$ cat src/rtl/timer_host_pkg.sv
package timer_host_pkg;

    localparam int CH_NUM  = 3;
    localparam int CNT_W   = 16;
    localparam int MODE_W  = 3;

    typedef enum logic [1:0] {
        ACC_FREEZE = 2'd0,
        ACC_LO     = 2'd1,
        ACC_HI     = 2'd2,
        ACC_WORD   = 2'd3
    } acc_e;

    typedef struct packed {
        acc_e              acc;
        logic [MODE_W-1:0] mode;
        logic              bcd;
    } chan_cfg_t;

    typedef struct packed {
        logic      set_cfg;
        logic      frz_cnt;
        logic      frz_sts;
        chan_cfg_t cfg;
    } chan_cmd_t;

    function automatic logic [7:0] make_status(input logic out_lvl, input chan_cfg_t cfg);
        return {out_lvl, 1'b0, cfg};
    endfunction

    function automatic logic [7:0] pick_byte(input logic [CNT_W-1:0] val, input logic hi);
        return hi ? val[15:8] : val[7:0];
    endfunction

endpackage

$ cat src/rtl/thi_cmd_decode.sv
module thi_cmd_decode
    import timer_host_pkg::*;
#(
    parameter int NCH = CH_NUM
) (
    input  logic      ctl_wr,
    input  logic [7:0] wbyte,
    output chan_cmd_t cmd_o [NCH]
);

    logic is_rdback;
    logic is_freeze;

    assign is_rdback = (wbyte[7:6] == 2'd3);
    assign is_freeze = (wbyte[5:4] == 2'd0);

    for (genvar gi = 0; gi < NCH; gi++) begin : g_ch
        logic named;
        logic picked;
        assign named  = !is_rdback && (wbyte[7:6] == gi[1:0]);
        assign picked = is_rdback && wbyte[gi+1];
        always_comb begin
            cmd_o[gi].set_cfg = ctl_wr && named && !is_freeze;
            cmd_o[gi].frz_cnt = ctl_wr && ((named && is_freeze) || (picked && !wbyte[5]));
            cmd_o[gi].frz_sts = ctl_wr && picked && !wbyte[4];
            cmd_o[gi].cfg     = chan_cfg_t'(wbyte[5:0]);
        end
    end

endmodule

$ cat src/rtl/thi_channel.sv
module thi_channel
    import timer_host_pkg::*;
(
    input  logic             clk,
    input  logic             rst,
    input  chan_cmd_t        cmd,
    input  logic             dat_wr,
    input  logic             dat_rd,
    input  logic [7:0]       wbyte,
    input  logic [CNT_W-1:0] live,
    input  logic             out_lvl,
    output logic [7:0]       rbyte,
    output logic             load_stb,
    output logic [CNT_W-1:0] load_val,
    output chan_cfg_t        cfg
);

    logic             wr_hi;
    logic             rd_hi;
    logic [7:0]       held_lo;
    acc_e             frz_kind;
    logic [CNT_W-1:0] frz_val;
    logic             sts_pend;
    logic [7:0]       sts_val;

    always_comb begin
        if (sts_pend) begin
            rbyte = sts_val;
        end else if (frz_kind != ACC_FREEZE) begin
            rbyte = pick_byte(frz_val, frz_kind == ACC_HI);
        end else begin
            unique case (cfg.acc)
                ACC_LO:   rbyte = pick_byte(live, 1'b0);
                ACC_HI:   rbyte = pick_byte(live, 1'b1);
                ACC_WORD: rbyte = pick_byte(live, rd_hi);
                default:  rbyte = 8'h00;
            endcase
        end
    end

    always_ff @(posedge clk) begin
        if (rst) begin
            cfg      <= '{acc: ACC_WORD, mode: '0, bcd: 1'b0};
            wr_hi    <= 1'b0;
            rd_hi    <= 1'b0;
            held_lo  <= '0;
            frz_kind <= ACC_FREEZE;
            frz_val  <= '0;
            sts_pend <= 1'b0;
            sts_val  <= '0;
            load_stb <= 1'b1;
            load_val <= '0;
        end else begin
            load_stb <= 1'b0;
            if (cmd.set_cfg) begin
                cfg   <= cmd.cfg;
                wr_hi <= 1'b0;
                rd_hi <= 1'b0;
            end
            if (cmd.frz_cnt && frz_kind == ACC_FREEZE) begin
                frz_val  <= live;
                frz_kind <= cfg.acc;
            end
            if (cmd.frz_sts && !sts_pend) begin
                sts_val  <= make_status(out_lvl, cfg);
                sts_pend <= 1'b1;
            end
            if (dat_wr) begin
                unique case (cfg.acc)
                    ACC_LO: begin
                        load_val <= {8'h00, wbyte};
                        load_stb <= 1'b1;
                    end
                    ACC_HI: begin
                        load_val <= {wbyte, 8'h00};
                        load_stb <= 1'b1;
                    end
                    ACC_WORD: begin
                        if (!wr_hi) begin
                            held_lo <= wbyte;
                            wr_hi   <= 1'b1;
                        end else begin
                            load_val <= {wbyte, held_lo};
                            load_stb <= 1'b1;
                            wr_hi    <= 1'b0;
                        end
                    end
                    default: ;
                endcase
            end
            if (dat_rd) begin
                if (sts_pend) begin
                    sts_pend <= 1'b0;
                end else if (frz_kind != ACC_FREEZE) begin
                    frz_kind <= (frz_kind == ACC_WORD) ? ACC_HI : ACC_FREEZE;
                end else if (cfg.acc == ACC_WORD) begin
                    rd_hi <= !rd_hi;
                end
            end
        end
    end

endmodule

$ cat src/rtl/timer_host_if.sv
module timer_host_if
    import timer_host_pkg::*;
#(
    parameter int NCH = CH_NUM
) (
    input  logic                  clk,
    input  logic                  rst,
    input  logic                  wr_en,
    input  logic                  rd_en,
    input  logic [1:0]            addr,
    input  logic [7:0]            wdata,
    output logic [7:0]            rdata,
    input  logic [NCH*CNT_W-1:0]  live_cnt_i,
    input  logic [NCH-1:0]        out_lvl_i,
    output logic [NCH-1:0]        load_stb_o,
    output logic [NCH*CNT_W-1:0]  load_val_o,
    output logic [NCH*MODE_W-1:0] mode_o,
    output logic [NCH-1:0]        bcd_o
);

    localparam logic [1:0] CTL_ADDR = 2'd3;

    chan_cmd_t  cmd   [NCH];
    logic [7:0] rbyte [NCH];

    thi_cmd_decode #(.NCH(NCH)) u_dec (
        .ctl_wr (wr_en && (addr == CTL_ADDR)),
        .wbyte  (wdata),
        .cmd_o  (cmd)
    );

    for (genvar gi = 0; gi < NCH; gi++) begin : g_chan
        chan_cfg_t cfg;
        thi_channel u_ch (
            .clk      (clk),
            .rst      (rst),
            .cmd      (cmd[gi]),
            .dat_wr   (wr_en && (addr == gi[1:0])),
            .dat_rd   (rd_en && (addr == gi[1:0])),
            .wbyte    (wdata),
            .live     (live_cnt_i[gi*CNT_W +: CNT_W]),
            .out_lvl  (out_lvl_i[gi]),
            .rbyte    (rbyte[gi]),
            .load_stb (load_stb_o[gi]),
            .load_val (load_val_o[gi*CNT_W +: CNT_W]),
            .cfg      (cfg)
        );
        assign mode_o[gi*MODE_W +: MODE_W] = cfg.mode;
        assign bcd_o[gi]                   = cfg.bcd;
    end

    always_comb begin
        rdata = 8'h00;
        for (int i = 0; i < NCH; i++) begin
            if (rd_en && addr == i[1:0]) begin
                rdata = rbyte[i];
            end
        end
    end

endmodule

$ cat config.mk
export PLATFORM = sky130hd
export DESIGN_NAME = timer_host_if
export DESIGN_NICKNAME = d
export VERILOG_FILES = /design/src/rtl/timer_host_pkg.sv /design/src/rtl/thi_cmd_decode.sv /design/src/rtl/thi_channel.sv /design/src/rtl/timer_host_if.sv
export SDC_FILE = /design/constraint.sdc
export NUM_CORES = 1
export LEC_CHECK = 0
export BUFFER_PORTS_ARGS = -buffer_cell sky130_fd_sc_hd__buf_2
export CORE_AREA = 4 4 171 173
export CTS_CLUSTER_SIZE = 24
export DETAILED_ROUTE_END_ITERATION = 7
export DIE_AREA = 0 0 175 177
export PLACE_DENSITY_LB_ADDON = 0.05
export REMOVE_ABC_BUFFERS = 1
export SYNTH_ARGS = -nofsm -noshare
export SYNTH_HDL_FRONTEND = slang
export SYNTH_SLANG_ARGS = --single-unit
$ cat constraint.sdc
create_clock -name clk -period 1.9 [get_ports clk]
set_clock_uncertainty 0.1 [all_clocks]
set_input_delay 0.19 -clock clk [delete_from_list [all_inputs] [get_ports clk]]
set_output_delay 0.19 -clock clk [all_outputs]
set_load 0.02 [all_outputs]
; ---- After elaboration in Yosys (flattened, before gate mapping)
; Cells that the tools add are included.
[op_classes]
addsub = 0
eq_ne = 24
div = 0
mux = 84
n_mul = 0
bitwise_logic = 3
shift = 0
n_lt_le_gt_ge = 0
reduce_logical = 74
[op_table]
columns = operator, count
row1 = case mux 16 bit (3 select lines), 3
row2 = two-way mux 8 bit, 15
row3 = case mux 8 bit (3 select lines), 3
row4 = two-way mux 16 bit, 3
row5 = two-way mux 1 bit, 42
row6 = logical AND 1 bit, 40
row7 = == test 2 bit (second input constant), 16
row8 = two-way mux 2 bit, 15
row9 = AND reduction 3 bit, 6
row10 = zero test 2 bit, 6
row11 = == test 2 x 1 -> 1 bit (second input constant), 5
row12 = zero test 1 bit, 10
row13 = nonzero test 3 bit, 3
row14 = != test 2 x 1 -> 1 bit (second input constant), 3
row15 = case mux 1 bit (2 select lines), 3
row16 = nonzero test 2 bit, 3
row17 = OR reduction 2 bit, 3
row18 = logical OR 1 bit, 3
row19 = inverter 1 bit, 3
[word_totals]
romBits = 0
n_memories = 0
regBits = 177
ramBits = 0
latchBits = 0
word_cells = 221
in_bits = 65
out_inout_bits = 71

; ---- Logic depth before layout (Yosys ltp)
; Gate-level depths: netlist of the first run.
[logic_depth]
depth_word = 11
mapped_depth = 9
mapped_depth_nobuf = 7

; ---- Modules after synthesis
; A second synthesis of the first run with hierarchy kept.
[unflattened]
hier_cells = 1060
area_unflattened_um2 = 8438.1
[by_module_without_submodules]
columns = mod, instances, area_each_um2, cells_each, seq_area_each_um2
row1 = thi_channel at g_chan[1].u_ch ..., 2, 2613.8, 326, 1181.1
row2 = thi_channel at g_chan[0].u_ch, 1, 2617.5, 326, 1181.1
row3 = timer_host_if, 1, 336.6, 45, 0.0
row4 = thi_cmd_decode, 1, 256.5, 37, 0.0

; ---- Least setup slack after synthesis of the first run
; No wires, ideal clock.
[synth_timing]
kind = register to output
from = register, netlist name g_chan[0].u_ch.cfg[4]
to = output port rdata[0]
setup_slack_ps = -119
n_path_buf = 2
t_required_ps = 1610
stages_incl_launch_ff = 10
t_arrival_ps = 1729
cell_sequence = dfxtp_1 > inv_1 > ha_1 > clkbuf_1 > a21o_1 > and2_1 > clkbuf_1 > nand2_1 > a211o_1 > nand3_1
[synth_between]
elab_chain_len = 7
word_cells_on_any_way = 9
classes_between = eq/ne: 3 / mux: 6
[synth_lines]
columns = item, line
row1 = == test 2 bit / == test 2 x 1 -> 1 bit (equally long branches), thi_channel.sv:32  ; unique case (cfg.acc)
row2 = case mux 8 bit (3 select lines) (*), thi_channel.sv:32
row3 = two-way mux 8 bit (*), thi_channel.sv:29  ; end else if (frz_kind != ACC_FREEZE) begin
row4 = two-way mux 8 bit (*), thi_channel.sv:27  ; if (sts_pend) begin
row5 = two-way mux 8 bit (*) (3 in a row), timer_host_if.sv:55  ; if (rd_en && addr == i[1:0]) begin
row6 = to (decl), timer_host_if.sv:12  ; output logic [7:0] rdata,
; Mark *: on every way between the ends. The rest lies on a longest branch, timed or not.

; ---- Final worst setup path of the first run
[layout_timing]
from = register, netlist name g_chan[0].u_ch.cfg[5]
to = output port rdata[2]
[layout_between]
elab_chain_len = 7
word_cells_on_any_way = 9
classes_between = eq/ne: 3 / mux: 6
[layout_lines]
columns = item, line
row1 = == test 2 bit / == test 2 x 1 -> 1 bit (equally long branches), thi_channel.sv:32
row2 = case mux 8 bit (3 select lines) (*), thi_channel.sv:32
row3 = two-way mux 8 bit (*), thi_channel.sv:29
row4 = two-way mux 8 bit (*), thi_channel.sv:27
row5 = two-way mux 8 bit (*) (3 in a row), timer_host_if.sv:55
; Marks and branches as above.

==> summary.txt, run 1 <==
Status: finished, violations left
Failing checks: setup timing
Post-synth EDFFs: 0
Clock sink count: 177
Max IR drop VDD: 0.000495 V
CP cell instances: ha_4 -> nor2b_4 -> o21a_1 -> buf_12 -> a221oi_2 -> a211o_1 -> nand3_4 -> buf_6
Fillcell total: 2,910
Synth area leaders: dfxtp_1 43%, mux2i_1 10%, a21oi_1 7.2%
Total Wirelength: 28,200 microns
Rows: 61
Maxcap violations: 0
N_diodes: 0
Power per cell area: 708 mW/mm^2
Total CTS buffers: 17
H-Tree Depth: 4
Post-synthesis cell area: 0.00826 sq mm
Final Critical Period: 2.35 ns
Critical Path Max Stage Delay: 0.37 ns
Post-route setup TNS: -3.48 ns
Fin cells: 1,624
Worst setup SP type: flop
Final hold vios: 0
DR vias: 7,793
ANT nets after route: 0
PortBufs: 135
Yosys cell types: 48
Share of layout cells above drive strength 1: 31.9%
IO Pins: 136
Initial core utilization: 29.9%
Unrepaired setup endpoints after global routing: yes
Critical Path End Type: primary output
Vias in the first global route: 7,641
Yosys top cell area share: 42.9%
Async S/R FF share, synth: 0%
Fmax: 0.425 GHz
First-pass DRT Iterations: 5
Post-route setup slack: -0.453 ns
Synth-to-layout area growth: 42.2%
DR WL/cell: 17.4 microns
Die W: 175 microns
Clock transition at path regs: 0.08 ns
DP HPWL: 19,600 microns
Synth area leader: dfxtp_1
Grt ovf: 0
Die H: 177 microns
Antenna violations before repair: 2
Fin util: 42.5%
Max Buffers Root-to-Sink: 2
Yosys warns: 0
Drt initial violations: 433
Top FF cell, synth: dfxtp_1
Synth cell count leaders: 177 x dfxtp_1, 125 x nor2_1, 119 x a21oi_1
Critical Path AT: 2.06 ns
First-pass GRT wire length: 43,500 microns
DRC: 0
Synth Area per Inst: 8.15 sq um
Final hold slack: 0.00867 ns
Min-delay worst type: in2reg
Worst Path Max Fanout: 7
Syn Inst Count: 1,014
Clk root buf: clkbuf_16
Gpl congestion: 0.782
CP required: 1.61 ns
CTS tree: built
Synth Register Bits: 177
Via/cell ratio: 4.80
Clock Latency Late Sink: 0.43 ns
GRT Util Overall: 17.7%
Largest net degree at the start of global routing: 57
Placeable Area: 0.0276 sq mm
Register area share after synthesis: 42.9%
Post-Layout Inst Area: 0.0117 sq mm
Placed cell areas: 0.00991 sq mm
Top-count cell post-synth: dfxtp_1
Critical path class: reg2out
Post-Place Cells: 1,534
Max-slew violations: 0
Max_slew headroom: 68.6%
Final net count: 1,311
Leak Pwr: 0.00448 uW
Final worst path period share: 124%
Multi-input gate area: 0.00469 sq mm
# setup viols final: 8
Sequential Area: 0.00356 sq mm
Slowest-stage cell, CP: dfxtp_4
Die area: 0.0310 sq mm
Worst-Margin Slew: 0.465 ns
## power by group
group          internal [uW]  total [uW]  switching (uW)  leakage [uW]
Clock                   1790        3540            1750      0.000284
Sequential              3760        3790            37.2       0.00143
Combinational            455         980             526       0.00277
## final cells by class
class | count | area share, %
multi-input combinational | 704 | 39.9
tap | 378 | 4.03
clock inverter | 14 | 1.20
clock buffer | 18 | 3.74
sequential | 177 | 30.3
timing repair buffer | 299 | 19.7
inverter | 34 | 1.13
## sequential cells by signal, summed over array words and instances (netlist names)
register / flops
g_chan.u_ch.sts_val: 21
g_chan.u_ch.load_val: 48
g_chan.u_ch.frz_kind: 6
g_chan.u_ch.rd_hi: 3
g_chan.u_ch.frz_val: 48
g_chan.u_ch.load_stb: 3
g_chan.u_ch.cfg: 18
g_chan.u_ch.sts_pend: 3
g_chan.u_ch.wr_hi: 3
g_chan.u_ch.held_lo: 24
## layer usage
metal | track usage, % | share of wire [%] | wire length [microns] | up-vias
met4 | 4.48 | 1.0 | 290 | 2
met5 | 0 | 0.043 | 12 | -
met3 | 2.29 | 2.5 | 698 | 16
li1 | - | - | - | 3919
met1 | 24.9 | 49 | 13800 | 3738
met2 | 29.0 | 47 | 13300 | 118
## logic make-up (layout without fill, tap and decap cells)
family,after synthesis,after routing,share of synthesized area [%]
AND/OR/NAND/NOR,362,362,20.2
AO/OA/AOI/OAI,245,246,17.5
flip-flops,177,177,42.9
buffers and inverters,134,365,7.31
multiplexers,83,83,10.1
adder cells (fa/ha/maj),13,13,1.97
## worst paths after layout
| path | from | end | slack, ns | cells after the start |
|---|---|---|---|---|
| setup / recovery | g_chan[0].u_ch.cfg[5]$_SDFFE_PP1P_ | rdata[2] | -0.45 | 8 |
| hold / removal | wdata[2] | g_chan[0].u_ch.cfg[2]$_SDFFE_PP0P_ | 0.009 | 3 |
| setup reg to reg | g_chan[0].u_ch.cfg[5]$_SDFFE_PP1P_ | g_chan[0].u_ch.load_val[9]$_SDFFE_PP0P_ | 0.06 | 9 |
| hold reg to reg | g_chan[1].u_ch.load_val[14]$_SDFFE_PP0P_ | g_chan[1].u_ch.load_val[14]$_SDFFE_PP0P_ | 0.35 | 2 |
## critical path, delay by kind of cell, from the launching register on
kind	cells	cell delay, ns
DFF	1	0.37
and+or+nand+nor	2	0.19
buffers and inverters	2	0.29
AOI/OAI and AO/OA	3	0.60
adders and majority gates	1	0.16
## cells in the final DEF, fill, tap and decap left out, drive strengths merged, types with 2 or more instances in the layout
master / netlist / final
nand2b: 5 / 5
mux2i: 83 / 83
o31ai: 2 / 2
a21oi: 119 / 119
buf: 38 / 244
a211oi: 24 / 24
nand2: 111 / 111
or3: 3 / 3
o211ai: 5 / 5
clkinv: 1 / 7
a31oi: 2 / 2
a211o: 8 / 8
dfxtp: 177 / 177
nor3b: 27 / 27
ha: 13 / 13
dlygate4sd3: 0 / 54
o21ai: 51 / 51
nand4b: 2 / 2
nor2b: 2 / 2
a22oi: 9 / 9
a2bb2oi: 7 / 7
nor2: 127 / 127
a21o: 5 / 6
nor3: 30 / 30
a221oi: 7 / 7
o21a: 3 / 3
nand3b: 6 / 6
or2: 6 / 6
nand3: 36 / 36
clkbuf: 62 / 19
inv: 33 / 40
## stage by stage
| step | power [uW] | setup WS [ns] |
|---|---|---|
| floorplan | 4200 | -0.978 |
| global placement | 4670 | -0.277 |
| detailed placement | 4670 | -0.320 |
| CTS | 8380 | -0.480 |
| global route | 8610 | -0.530 |
| finish | 8310 | -0.453 |
## repair_timing
item,CTS,global route
setup endpoints to repair,38,68
hold buffers,54,0
cloned,0,3
pin swaps,24,30
endpoints found under the hold margin,55,0
setup buffers,2,5
resized for setup,116,55
(Power assumes the default switching activity.)
==> run 2, diff against run 1 <==
--- a/config.mk
+++ b/config.mk
@@ -8,6 +8,6 @@
 export BUFFER_PORTS_ARGS = -buffer_cell sky130_fd_sc_hd__buf_2
-export CORE_AREA = 4 4 171 173
-export CTS_CLUSTER_SIZE = 24
+export CORE_AREA = 4 4 144 146
+export CTS_CLUSTER_SIZE = 40
 export DETAILED_ROUTE_END_ITERATION = 7
-export DIE_AREA = 0 0 175 177
+export DIE_AREA = 0 0 148 150
 export PLACE_DENSITY_LB_ADDON = 0.05
==> constraint.sdc (replaced) <==
create_clock -name clk -period 1.9 [get_ports clk]
set_clock_uncertainty 0.1 [all_clocks]
set_input_delay 0 -clock clk [delete_from_list [all_inputs] [get_ports clk]]
set_output_delay 0 -clock clk [all_outputs]
set_load 0.02 [all_outputs]
==> summary.txt, run 2 (synthesized netlist as in run 1, its figures left out) <==
DRC: 0
Status: finished, violations left
First-pass GRT wire length: 40,300 microns
Combinational power share: 11.2%
Post-route setup slack: -0.268 ns
Post-Layout Inst Area: 0.0111 sq mm
Most frequent cells in the layout: 171 x dfxtp_1, 126 x buf_2, 124 x nor2_1
Hold Crit Start: wdata[7]
Critical path class: reg2out
Rows: 51
Maxcap violations: 0
Sequential Power Share: 46.9%
Placeable Area: 0.0194 sq mm
Clk root buf: clkbuf_16
Final Critical Period: 2.17 ns
Failing checks: setup timing
Max Buffers Root-to-Sink: 2
Die H: 150 microns
DR WL/cell: 17.0 microns
Largest net degree at the start of global routing: 93
Grt ovf: 0
Largest regs: g_chan.u_ch.frz_val: 48 flops, g_chan.u_ch.load_val: 48 flops, g_chan.u_ch.held_lo: 24 flops
DP HPWL: 17,100 microns
Unrepaired setup endpoints after global routing: yes
Max-slew violations: 0
Critical Path End Type: primary output
Vias in the first global route: 7,526
NetSw: 2040 uW
Worst-Margin Slew: 0.622 ns
Worst Path Max Fanout: 7
Switching Share: 25.2%
IO Pins: 136
Reg2reg path depth: 7
Placed cell areas: 0.00949 sq mm
Leak Pwr: 0.00428 uW
Worst setup SP type: flop
Die area: 0.0222 sq mm
Clock transition at path regs: 0.06 ns
Clock Latency Late Sink: 0.42 ns
N_diodes: 0
DR vias: 7,686
Die W: 148 microns
First-pass DRT Iterations: 4
Final hold vios: 0
Drt initial violations: 291
# setup viols final: 8
Total CTS buffers: 17
Fin util: 57.3%
CTS tree: built
Final worst path period share: 114%
Int Pwr: 6060 uW
Initial core utilization: 42.6%
PortBufs: 135
ANT nets after route: 0
Clock power share: 41.9%
GRT Util Overall: 22.7%
Hold path depth: 4
Share of layout cells above drive strength 1: 26.8%
FF-to-FF Start: g_chan[2].u_ch.cfg[4]$_SDFFE_PP1P_
CP required: 1.80 ns
Commonest non-fill, non-tap cell in the layout: dfxtp_1
Antenna violations before repair: 0
Power per cell area: 728 mW/mm^2
Via/cell ratio: 5.17
Clock sink count: 177
Critical Path AT: 2.07 ns
Total Wirelength: 25,200 microns
Fillcell total: 1,859
Max IR drop VDD: 0.000608 V
Max_slew headroom: 58.4%
Final net count: 1,287
H-Tree Depth: 4
Synth-to-layout area growth: 34.6%
Gpl congestion: 0.844
Min-delay worst type: in2reg
CP startpoint: g_chan[0].u_ch.cfg[5]$_SDFFE_PP1P_
Fmax: 0.461 GHz
==> run 2: cell count changes in the layout (fill, tap and decap cells not counted), moves of 7 or more <==
cell / previous run / this run
buf_4: 89 / 71
a211oi_1: 8 / 20
a211oi_2: 15 / 4
a21oi_1: 109 / 118
a21oi_2: 9 / 1
buf_6: 15 / 8
o21ai_2: 11 / 4
==> run 2: layout make-up <==
cell class	count	area, sq um	area share (%)
clock buffer	20	457	4.11
clock inverter	12	109	0.979
multi-input combinational	704	4490	40.4
inverter	34	128	1.15
timing repair buffer	275	2050	18.4
tap	265	332	2.98
sequential	177	3560	32.0
==> run 2: metal layers <==
metal	GRT usage [%]	vias up	wire length, microns
li1	-	3871	-
met1	31.8	3611	12000
met2	36.8	184	11700
met3	3.51	20	1160
met4	5.77	0	323
met5	0	-	0
==> run 2: power by group through the flow <==
stage                     Clock (uW)  Sequential, uW  Combinational [uW]
final                           3400            3800                 907
after global routing            3650            3800                 981
after CTS                       3490            3800                 880
after detailed placement           0            3880                 723
after global placement             0            3880                 725
after floorplan                    0            3900                 292
==> run 2: through the flow <==
| step | total power, uW | setup WS [ns] | hold WS [ns] | cells | setup TNS [ns] |
|---|---|---|---|---|---|
| floorplan | 4200 | -0.978 | -0.0309 | 914 | -42.81 |
| global placement | 4610 | -0.120 | 0.140 | 1390 | -0.240 |
| detailed placement | 4600 | -0.127 | 0.142 | 1390 | -0.253 |
| CTS | 8160 | -0.303 | 0.00623 | 1484 | -2.19 |
| global route | 8430 | -0.336 | 0.0344 | 1487 | -2.58 |
| finish | 8100 | -0.268 | 0.0334 | 1487 | -1.95 |
==> run 2: path summary, 6_finish.rpt <==
kind	end	slack [ns]
max	rdata[7]	-0.27
min reg2reg	g_chan[0].u_ch.load_val[12]$_SDFFE_PP0P_	0.35
max reg2reg	g_chan[2].u_ch.load_val[5]$_SDFFE_PP0P_	0.08
min	g_chan[0].u_ch.held_lo[7]$_SDFFE_PP0P_	0.03
==> run 2: repair_timing <==
item,in CTS,in global routing
buffers inserted,1,2
setup endpoints to repair,16,34
gates resized for setup,81,32
hold endpoints to repair,87,0
hold buffers,61,0
gates cloned,0,1
pin swaps,15,11
==> run 2: worst max-delay path, cell delays in order, from the launching register on <==
cell and delay, ns:
dfxtp_4 0.38, inv_2 0.07, ha_4 0.18, nor2_4 0.10, o21a_1 0.19, buf_12 0.15, a221oi_2 0.06, a211o_1 0.33
nand3_2 0.08, buf_6 0.12
==> run 3, diff against run 2 <==
Settings changed: SKIP_CTS_REPAIR_TIMING set to 1, SLEW_MARGIN set to 20.
==> summary.txt, run 3 (synthesized netlist as in run 1, its figures left out) <==
DRC: 0
Die H: 150 microns
Post-Place Cells: 1,390
FF-to-FF Start: g_chan[2].u_ch.cfg[5]$_SDFFE_PP1P_
Multi-input gate area: 0.00437 sq mm
Vias in the first global route: 7,169
Maxcap violations: 0
Reg2reg path depth: 7
N_diodes: 0
Fin util: 56.5%
Max_slew headroom: 57.7%
Placeable Area: 0.0194 sq mm
Pre-CTS setup slack: -0.127 ns
Initial core utilization: 42.6%
CTS tree: built
Clk root buf: clkbuf_16
Via/cell ratio: 5.15
Failing checks: hold timing, setup timing
Rows: 51
Worst setup SP type: flop
Critical Path End Type: primary output
First-pass GRT wire length: 38,600 microns
Critical path class: reg2out
Max Buffers Root-to-Sink: 2
Hold Crit Start: wr_en
IO Pins: 136
Max IR drop VDD: 0.000608 V
Grt ovf: 0
Total Wirelength: 24,800 microns
Final hold slack: -0.0119 ns
Final Critical Period: 2.20 ns
Clock transition at path regs: 0.07 ns
Die area: 0.0222 sq mm
Hold path depth: 4
Sequential Area: 0.00356 sq mm
Synth-to-layout area growth: 32.6%
CP required: 1.80 ns
DP HPWL: 17,100 microns
Largest net degree at the start of global routing: 93
Power per cell area: 737 mW/mm^2
Reg2reg end: g_chan[2].u_ch.held_lo[6]$_SDFFE_PP0P_
PortBufs: 135
Commonest non-fill, non-tap cell in the layout: dfxtp_1
Antenna violations before repair: 0
Total CTS buffers: 17
Fin cells: 1,484
DR WL/cell: 16.7 microns
Post-route setup slack: -0.304 ns
Most frequent cells in the layout: 171 x dfxtp_1, 126 x buf_2, 124 x nor2_1
DR vias: 7,647
Min-delay worst type: in2reg
Final net count: 1,284
Die W: 148 microns
Fmax: 0.454 GHz
Power consumption: 8080 uW
H-Tree Depth: 4
Share of layout cells above drive strength 1: 25.4%
Final hold vios: 1
Drt initial violations: 329
Leak Pwr: 0.00424 uW
Largest regs: g_chan.u_ch.frz_val: 48 flops, g_chan.u_ch.load_val: 48 flops, g_chan.u_ch.held_lo: 24 flops
Worst-Margin Slew: 0.633 ns
Fillcell total: 1,882
Clock Latency Late Sink: 0.42 ns
Hold path endpoint: g_chan[1].u_ch.load_stb$_SDFF_PP1_
Status: finished, violations left
ANT nets after route: 0
Worst Path Max Fanout: 7
Final worst path period share: 116%
First-pass DRT Iterations: 4
Gpl congestion: 0.844
GRT Util Overall: 21.9%
# setup viols final: 8
Critical Path AT: 2.10 ns
Clock sink count: 177
Reg-to-reg setup timing slack: 0.08 ns
Max-slew violations: 0
Unrepaired setup endpoints after global routing: yes
[run 3: cell type report]
class                           count  share of cell area, %
Sequential cell                   177                   32.4
Clock inverter                     12                  0.993
Multi-Input combinational cell    703                   39.9
Inverter                           34                   1.16
Tap cell                          265                   3.03
Clock buffer                       20                   4.17
Timing Repair Buffer              273                   18.3
[run 3: metrics by stage]
step	hold slack (ns)	TNS, ns	instance area, sq um
after floorplan	-0.0309	-42.81	7790
after global placement	0.140	-0.240	9490
after detailed placement	0.142	-0.253	9490
after CTS	-0.309	-4.10	10100
after global routing	0.0139	-2.92	11000
final	-0.0119	-2.20	11000
[run 3: report_power, final]
part	total [uW]	internal, uW	leakage, uW	switching [uW]
registers	3800	3760	0.00143	36.4
logic	881	404	0.00254	477
clock network	3400	1880	0.000265	1520
total	8080	6040	0.00424	2040
[run 3: worst max-delay path, cell delays in order (launching register included)]
cell and delay (ns):
dfxtp_4 0.37, inv_1 0.10, ha_4 0.19, nor2_2 0.09, o21a_1 0.19, buf_12 0.14, a221oi_2 0.05, a211o_1 0.29
nand3_1 0.10, buf_4 0.15
[run 3: how the worst max path moves through the flow]
stage | slack [ns] | to | start | cells after the start
global route | -0.41 | rdata[1] | g_chan[2].u_ch.cfg[4]$_SDFFE_PP1P_ | 7
finish | -0.30 | rdata[2] | g_chan[0].u_ch.cfg[5]$_SDFFE_PP1P_ | 9
global placement | -0.12 | rdata[6] | g_chan[2].u_ch.cfg[5]$_SDFFE_PP1P_ | 8
floorplan | -0.98 | g_chan[2].u_ch.frz_val[0]$_SDFFE_PP0N_ | g_chan[2].u_ch.frz_kind[0]$_SDFF_PP0_ | 5
detailed placement | -0.13 | rdata[6] | g_chan[2].u_ch.cfg[5]$_SDFFE_PP1P_ | 8
CTS | -0.61 | rdata[6] | g_chan[2].u_ch.cfg[5]$_SDFFE_PP1P_ | 8
[run 3: routing by layer]
layer | part of all wire, % | up-vias | track usage (%) | wire (microns)
met3 | 4.5 | 19 | 3.60 | 1110
met2 | 46 | 170 | 35.0 | 11300
met4 | 1.1 | 0 | 5.40 | 284
met5 | 0 | - | 0 | 0
li1 | - | 3871 | - | -
met1 | 49 | 3587 | 30.9 | 12100
